[config.mk]
export PLATFORM = sky130hd
export DESIGN_NAME = endurance_sequencer
export DESIGN_NICKNAME = d
export VERILOG_FILES = /design/src/rtl/endurance_pkg.sv /design/src/rtl/seq_divider.sv /design/src/rtl/sample_addr_walker.sv /design/src/rtl/fail_cycle_ram.sv /design/src/rtl/endurance_sequencer.sv
export SDC_FILE = /design/constraint.sdc
export NUM_CORES = 1
export LEC_CHECK = 0
export BUFFER_PORTS_ARGS = -buffer_cell sky130_fd_sc_hd__buf_4
export CAP_MARGIN = 20
export CORE_MARGIN = 4
export CORE_UTILIZATION = 39
export CTS_BUF_LIST = sky130_fd_sc_hd__clkbuf_4 sky130_fd_sc_hd__clkbuf_8
export CTS_CLUSTER_DIAMETER = 150
export DETAILED_ROUTE_END_ITERATION = 7
export GPL_ROUTABILITY_DRIVEN = 1
export GPL_TIMING_DRIVEN = 0
export PLACE_DENSITY = 0.64
export SETUP_SLACK_MARGIN = 0.5
export SYNTH_ARGS = -nofsm -noshare
export SYNTH_HDL_FRONTEND = slang
export SYNTH_SLANG_ARGS = --single-unit
[constraint.sdc]
create_clock -name clk -period 4.9 [get_ports clk]
set_input_delay 0.49 -clock clk [delete_from_list [all_inputs] [get_ports clk]]
set_output_delay 0.49 -clock clk [all_outputs]
set_load 0.03 [all_outputs]
[src/rtl/endurance_pkg.sv]
package endurance_pkg;
  typedef enum logic [2:0] {
    ST_IDLE, ST_STRIDE, ST_SEL, ST_ISSUE, ST_WAIT, ST_SUM, ST_DIV
  } seq_state_t;

  localparam logic OPK_ERASE = 1'b0;
  localparam logic OPK_PROG  = 1'b1;
endpackage

[src/rtl/seq_divider.sv]
module seq_divider #(
  parameter int W = 37
) (
  input  logic         clk,
  input  logic         rst,
  input  logic         go,
  input  logic [W-1:0] num,
  input  logic [W-1:0] den,
  output logic         done,
  output logic [W-1:0] quo
);
  localparam int CW = $clog2(W + 1);

  logic [W-1:0]  rem_q, q_q, d_q;
  logic [CW-1:0] cnt_q;
  logic          run_q, done_q;
  logic [W:0]    shifted, diff;
  logic          ge;

  always_comb begin
    shifted = {rem_q, q_q[W-1]};
    ge      = shifted >= {1'b0, d_q};
    diff    = shifted - {1'b0, d_q};
  end

  always_ff @(posedge clk) begin
    if (rst) begin
      rem_q  <= '0;
      q_q    <= '0;
      d_q    <= '0;
      cnt_q  <= '0;
      run_q  <= 1'b0;
      done_q <= 1'b0;
    end else begin
      done_q <= 1'b0;
      if (go) begin
        q_q   <= num;
        d_q   <= den;
        rem_q <= '0;
        cnt_q <= CW'(W);
        run_q <= 1'b1;
      end else if (run_q) begin
        rem_q <= ge ? diff[W-1:0] : shifted[W-1:0];
        q_q   <= {q_q[W-2:0], ge};
        cnt_q <= cnt_q - 1'b1;
        if (cnt_q == CW'(1)) begin
          run_q  <= 1'b0;
          done_q <= 1'b1;
        end
      end
    end
  end

  assign done = done_q;
  assign quo  = q_q;

  AST_DIV_NONZERO: assert property (@(posedge clk) disable iff (rst)
    go |-> den != '0);
endmodule

[src/rtl/sample_addr_walker.sv]
module sample_addr_walker #(
  parameter int AW = 12
) (
  input  logic          clk,
  input  logic          rst,
  input  logic          load,
  input  logic          adv,
  input  logic [AW:0]   total,
  input  logic [AW+1:0] step,
  output logic [AW:0]   addr
);
  logic [AW:0]   addr_q;
  logic [AW+1:0] sum, wrapped;

  always_comb begin
    sum     = {1'b0, addr_q} + step;
    wrapped = (sum >= {1'b0, total}) ? sum - {1'b0, total} : sum;
  end

  always_ff @(posedge clk) begin
    if (rst || load) addr_q <= '0;
    else if (adv)    addr_q <= wrapped[AW:0];
  end

  assign addr = addr_q;
endmodule

[src/rtl/fail_cycle_ram.sv]
module fail_cycle_ram #(
  parameter int DEPTH = 16,
  parameter int DW    = 32,
  parameter int AW    = $clog2(DEPTH)
) (
  input  logic          clk,
  input  logic          we,
  input  logic [AW-1:0] waddr,
  input  logic [DW-1:0] wdata,
  input  logic [AW-1:0] raddr,
  output logic [DW-1:0] rdata
);
  logic [DW-1:0] mem [DEPTH];
  logic [DW-1:0] rd_q;

  always_ff @(posedge clk) begin
    if (we) mem[waddr] <= wdata;
    rd_q <= mem[raddr];
  end

  assign rdata = rd_q;
endmodule

[src/rtl/endurance_sequencer.sv]
module endurance_sequencer
  import endurance_pkg::*;
#(
  parameter int BLK_AW      = 12,
  parameter int PAGES       = 64,
  parameter int MAX_SAMPLES = 16,
  parameter int TMO_W       = 20,
  parameter int CYC_W       = 32,
  localparam int PG_W  = $clog2(PAGES),
  localparam int SI_W  = $clog2(MAX_SAMPLES + 1),
  localparam int RA_W  = $clog2(MAX_SAMPLES),
  localparam int SUM_W = CYC_W + SI_W
) (
  input  logic              clk,
  input  logic              rst,
  input  logic              start,
  input  logic [BLK_AW:0]   total_blocks,
  input  logic [SI_W-1:0]   sample_count,
  input  logic [TMO_W-1:0]  erase_limit,
  input  logic [TMO_W-1:0]  prog_limit,
  output logic              op_start,
  output logic              op_kind,
  output logic [BLK_AW-1:0] op_block,
  output logic [PG_W-1:0]   op_page,
  input  logic              op_done,
  input  logic              op_fail,
  output logic              busy,
  output logic              result_valid,
  output logic [CYC_W-1:0]  result_avg
);
  seq_state_t state_q;
  logic [SI_W-1:0]        idx_q, remain_q, rd_idx_q;
  logic [CYC_W-1:0]       pass_q, res_q;
  logic [MAX_SAMPLES-1:0] alive_q;
  logic [PG_W-1:0]        page_q;
  logic                   kind_q, start_q, busy_q, resv_q, rd_vld_q;
  logic [TMO_W-1:0]       wcnt_q, lim;
  logic [SUM_W-1:0]       sum_q, div_num, div_quo;
  logic [BLK_AW+1:0]      step_q;
  logic [BLK_AW:0]        w_addr;
  logic [CYC_W-1:0]       rd_data;
  logic [RA_W-1:0]        ra;
  logic div_go, div_done, w_load, w_adv;
  logic sel_end, sel_skip, blk_fin, blk_fail, sum_end, op_ok;

  always_comb begin
    ra       = idx_q[RA_W-1:0];
    lim      = (kind_q == OPK_ERASE) ? erase_limit : prog_limit;
    sel_end  = (state_q == ST_SEL) && (idx_q == sample_count);
    sel_skip = (state_q == ST_SEL) && !sel_end && !alive_q[ra];
    op_ok    = (state_q == ST_WAIT) && op_done && !op_fail;
    blk_fin  = op_ok && (kind_q == OPK_PROG) && (page_q == PG_W'(PAGES - 1));
    blk_fail = (state_q == ST_WAIT) &&
               ((op_done && op_fail) || (!op_done && wcnt_q == lim));
    sum_end  = (state_q == ST_SUM) && (rd_idx_q == sample_count) && !rd_vld_q;
    div_go   = ((state_q == ST_IDLE) && start) || sum_end;
    div_num  = (state_q == ST_IDLE) ? SUM_W'(total_blocks) : sum_q;
    w_load   = ((state_q == ST_IDLE) && start) || (sel_end && remain_q != '0);
    w_adv    = sel_skip || blk_fin || blk_fail;
  end

  seq_divider #(.W(SUM_W)) u_div (
    .clk(clk), .rst(rst), .go(div_go), .num(div_num),
    .den(SUM_W'(sample_count)), .done(div_done), .quo(div_quo)
  );

  sample_addr_walker #(.AW(BLK_AW)) u_walk (
    .clk(clk), .rst(rst), .load(w_load), .adv(w_adv),
    .total(total_blocks), .step(step_q), .addr(w_addr)
  );

  fail_cycle_ram #(.DEPTH(MAX_SAMPLES), .DW(CYC_W)) u_ram (
    .clk(clk), .we(blk_fail), .waddr(ra), .wdata(pass_q),
    .raddr(rd_idx_q[RA_W-1:0]), .rdata(rd_data)
  );

  always_ff @(posedge clk) begin
    if (rst) begin
      state_q  <= ST_IDLE;
      idx_q    <= '0;
      remain_q <= '0;
      rd_idx_q <= '0;
      pass_q   <= '0;
      res_q    <= '0;
      alive_q  <= '0;
      page_q   <= '0;
      kind_q   <= OPK_ERASE;
      start_q  <= 1'b0;
      busy_q   <= 1'b0;
      resv_q   <= 1'b0;
      rd_vld_q <= 1'b0;
      wcnt_q   <= '0;
      sum_q    <= '0;
      step_q   <= '0;
    end else begin
      start_q <= 1'b0;
      resv_q  <= 1'b0;
      unique case (state_q)
        ST_IDLE: if (start) begin
          pass_q   <= CYC_W'(1);
          idx_q    <= '0;
          remain_q <= sample_count;
          busy_q   <= 1'b1;
          for (int j = 0; j < MAX_SAMPLES; j++)
            alive_q[j] <= (SI_W'(j) < sample_count);
          state_q  <= ST_STRIDE;
        end
        ST_STRIDE: if (div_done) begin
          step_q  <= div_quo[BLK_AW+1:0] + {{(BLK_AW+1){1'b0}}, 1'b1};
          state_q <= ST_SEL;
        end
        ST_SEL: begin
          if (sel_end) begin
            if (remain_q == '0) begin
              sum_q    <= '0;
              rd_idx_q <= '0;
              rd_vld_q <= 1'b0;
              state_q  <= ST_SUM;
            end else begin
              pass_q <= pass_q + 1'b1;
              idx_q  <= '0;
            end
          end else if (alive_q[ra]) begin
            kind_q  <= OPK_ERASE;
            page_q  <= '0;
            state_q <= ST_ISSUE;
          end else begin
            idx_q <= idx_q + 1'b1;
          end
        end
        ST_ISSUE: begin
          start_q <= 1'b1;
          wcnt_q  <= TMO_W'(1);
          state_q <= ST_WAIT;
        end
        ST_WAIT: begin
          if (blk_fail) begin
            alive_q[ra] <= 1'b0;
            remain_q    <= remain_q - 1'b1;
            idx_q       <= idx_q + 1'b1;
            state_q     <= ST_SEL;
          end else if (blk_fin) begin
            idx_q   <= idx_q + 1'b1;
            state_q <= ST_SEL;
          end else if (op_ok) begin
            if (kind_q == OPK_ERASE) kind_q <= OPK_PROG;
            else page_q <= page_q + 1'b1;
            state_q <= ST_ISSUE;
          end else begin
            wcnt_q <= wcnt_q + 1'b1;
          end
        end
        ST_SUM: begin
          if (rd_idx_q != sample_count) begin
            rd_idx_q <= rd_idx_q + 1'b1;
            rd_vld_q <= 1'b1;
          end else begin
            rd_vld_q <= 1'b0;
          end
          if (rd_vld_q) sum_q <= sum_q + SUM_W'(rd_data);
          if (sum_end) state_q <= ST_DIV;
        end
        ST_DIV: if (div_done) begin
          res_q   <= div_quo[CYC_W-1:0];
          resv_q  <= 1'b1;
          busy_q  <= 1'b0;
          state_q <= ST_IDLE;
        end
        default: state_q <= ST_IDLE;
      endcase
    end
  end

  assign op_start     = start_q;
  assign op_kind      = kind_q;
  assign op_block     = w_addr[BLK_AW-1:0];
  assign op_page      = page_q;
  assign busy         = busy_q;
  assign result_valid = resv_q;
  assign result_avg   = res_q;

  AST_START_SINGLE: assert property (@(posedge clk) disable iff (rst)
    op_start |=> !op_start);
  AST_ADDR_IN_RANGE: assert property (@(posedge clk) disable iff (rst)
    op_start |-> w_addr < total_blocks);
  AST_ERASE_PAGE0: assert property (@(posedge clk) disable iff (rst)
    (op_start && op_kind == OPK_ERASE) |-> op_page == '0);
  AST_RESULT_PULSE: assert property (@(posedge clk) disable iff (rst)
    result_valid |=> !result_valid);
  AST_IDLE_AT_RESULT: assert property (@(posedge clk) disable iff (rst)
    result_valid |-> !busy);
  AST_AVG_FITS: assert property (@(posedge clk) disable iff (rst)
    (state_q == ST_DIV && div_done) |-> div_quo[SUM_W-1:CYC_W] == '0);
  AST_OPS_ONLY_BUSY: assert property (@(posedge clk) disable iff (rst)
    op_start |-> busy);
endmodule

==> impl_results.md <==
* Hold wc startpoint: total_blocks[5]
* Routed wire length at 91300 um
* Layout fillers at 8156
* #FFs+latches synth at 824
* Pwr Density at 398 nW/um^2
* Critical path depth at 18
* Area Overhead vs Synth at 17.2%
* Startpoint Class: flip-flop
* Most used cell, CP: a21oi_1
* Hold path depth at 3
* Final Slew Violations at 0
* GP Congestion at 0.859
* Crit path capture type: flip-flop
* Final hold vios at 0
* CP max stage delay at 0.40 ns
* Number of port buffers at 113
* Hold WS at 0.108 ns
* Post-Syn Instances at 2790
* Die span in x at 313 um
* R2r worst-path depth at 18
* Fmax at 0.241 GHz
* Via count at 23740
* Pre-antenna DRT Iters at 5
* Fin crit period at 4.15 ns
* Max-cap viol count at 0
* Die area at 97700 sq um
* Row cnt at 111
* Synth cell count leaders: edfxtp_1, dfxtp_1, nor2_1
* WL per Instance at 20.6 um
* # setup viols final at 0
* Multi-input gate area at 13800 sq um
* Latest clock arrival within the worst-skew pair at 0.79 ns
* Post-synth EDFFs at 512
* Reg2Reg Capture Point: u_walk.addr[9]
* Gr usage total at 0.185
* Worst-case clock buffer depth at 3
* RSZ-0062 raised after global routing: true
* DRT iter0 DRCs at 2310
* Io pins at 117
* Hold EP: u_div.quo[5]
* Top cells by area, synth: edfxtp_1, dfxtp_1, mux4_2
* CTS buffer count at 138
* Main synth FF type: edfxtp_1
* Slew @ Worst Pin at 1.07 ns
* Seq/Total Area, Yosys at 0.598
* Layout cells sized above 1 at 0.202
* Worst Skew at 0.0352 ns
* Syn. warnings at 0
* Worst min-delay path class: primary input to flip-flop
* Detailed-route vias per instance at 5.35
* Ys async rst share at 0
* Mapped cell area at 36200 sq um
* Setup TNS Final at 0 ns
* Unique masters post-synth at 84
* Setup slack, reg-to-reg at 0.75 ns
* Crit-path cells: ha_1 -> fa_2 -> a211oi_2 -> o21ai_1 -> a21oi_2 -> o21ai_0 -> a21oi_2 -> a21oi_1 -> xor2_1 -> ha_1 -> a21oi_1 -> o41ai_2 -> a21oi_1 -> o221ai_1 -> nor4_4 -> buf_6 -> mux2i_1 -> a21oi_1
* Initial Utilization at 0.394
* Most common cell in the netlist: edfxtp_1
* CTS Sinks at 824
* Crit-path max FO at 10
* Initial antenna violation count at 2
* CTS tree: built
* GRT overflow at 0
* Post-route ant nets at 0
* Buf/Inv on CP at 1
* Hold buffer count at cts at 0
* First-pass GRT wire length at 139000 um
* VDD IR max at 0.000228 V
* WS Path Type: flip-flop to flip-flop
* Vias in the first global route at 23500
* Top cell type's share of synthesized area at 0.425
* Chip height at 313 um
* Worst rel slew slack at 0.288
* Post-synth top area cell: edfxtp_1
* Register area at 21600 sq um
* Root buf cell: clkbuf_8
* Worst r2r src: u_walk.addr[0]
* CP top delay family: compound AO/OA/AOI/OAI gates
* Largest net degree at the start of global routing at 23
* Core area at 91800 sq um
* Post-Place Setup Slack at 0.124 ns
* Static leakage at 14.9 nW
* Drt drc at 0
* Slowest-stage cell, CP: fa_2
* Clk pin slew, worst setup/hold paths at 0.06 ns
* DP Wirelength at 63300 um
* Tcrit/Tclk final at 0.847
* Worst path arrival time at 4.80 ns
* Htree depth at 4
* Setup ws final at 0.748 ns
* Syn_nets at 2933
* Avg Inst Size Synth at 13.0 sq um
* Worst path required time at 5.55 ns
* Nets at 3229
* Result of the run: completed
==> placed cells by master, fill, tap and decap left out, drive strengths merged, types with 10 or more instances in the layout <==
cell / instances
edfxtp: 512
clkinv: 31
o21ai: 151
nand2: 224
dfxtp: 312
inv: 56
and3: 20
a21o: 19
xnor2: 81
xor2: 87
mux2i: 45
nor2b: 26
a31oi: 17
nand4: 19
or4: 10
ha: 76
o21a: 11
a21oi: 223
a2111oi: 25
a211oi: 47
buf: 207
clkbuf: 317
mux4: 165
nand2b: 22
nor2: 229
nor3: 29
and2: 10
nor4: 19
or3: 31
o31ai: 10
nand3: 63
==> where the power goes <==
part | switching (mW) | leakage [nW] | internal [mW]
sequential | 0.302 | 7.44 | 7.58
combinational | 1.60 | 5.89 | 1.07
clock | 2.77 | 1.53 | 3.56
total | 4.68 | 14.9 | 12.2
==> area by class of cell <==
type | instances | share of cell area
Tap cell | 1243 | 0.0367
Clock inverter | 41 | 0.00868
Buffer | 162 | 0.0169
Clock buffer | 206 | 0.0593
Timing Repair Buffer | 156 | 0.0382
Antenna cell | 3 | 0.000177
Multi-Input combinational cell | 1752 | 0.325
Sequential cell | 824 | 0.510
Inverter | 52 | 0.00460
==> through the flow <==
step	instance area (sq um)	power, mW	cells	utilization
floorplan	36200	9.94	2790	-
global placement	38600	10.6	4146	0.420
detailed placement	39200	10.7	4169	0.427
CTS	42100	17.0	4417	0.458
global route	42400	17.7	4437	0.462
finish	42400	16.9	4439	0.462
==> kinds of logic (layout without fill, tap and decap cells) <==
kind of cell / after synthesis / count (layout) / share of synthesized area
adders and majority gates: 80 / 80 / 0.0285
muxes: 210 / 210 / 0.115
and+or+nand+nor: 728 / 728 / 0.0973
other: 0 / 3 / 0
buffers and inverters: 214 / 617 / 0.0251
xor gates and xnor gates: 168 / 168 / 0.0407
DFF: 824 / 824 / 0.598
AOI/OAI and AO/OA: 566 / 566 / 0.0954
==> worst min-delay path, cell delays in order <==
cell and delay (ns):
buf_4 0.09, a211oi_1 0.06, a211oi_1 0.19
==> layer usage <==
metal	global-route usage	wire, um	up-vias
met5	0	0	-
met1	0.245	38800	11685
li1	-	-	11120
met3	0.0394	6300	164
met2	0.300	43600	771
met4	0.0702	2690	0
==> how the worst max path moves through the flow <==
stage	from	endpoint	slack, ns
6_report	u_walk.addr[0]	u_walk.addr[9]	0.75
5_1_grt	u_walk.addr[1]	u_walk.addr[0]	0.50
4_1_cts	u_walk.addr[0]	u_walk.addr[0]	0.52
3_5_place_dp	u_walk.addr[0]	u_walk.addr[9]	0.12
3_3_place_gp	op_kind	u_ram.mem[14][18]	-1.49
2_1_floorplan	op_kind	u_ram.mem[12][0]	0.81
==> repair_timing <==
action	in CTS	in global routing
endpoints found under the setup margin	13	98
setup buffers	1	9
pin swaps	1	9
gates resized for setup	3	7
==> flip-flops by register name, summed over array words and instances, names as in the netlist, 5 cells and up <==
signal,count
u_div.quo,37
alive_q,16
pass_q,32
step_q,14
u_ram.rdata,32
sum_q,37
result_avg,32
wcnt_q,20
remain_q,5
u_div.rem_q,37
op_page,6
rd_idx_q,5
idx_q,5
u_div.cnt_q,6
u_ram.mem,512
u_walk.addr,13
u_div.d_q,5
Power figures use the tool's default switching activity.
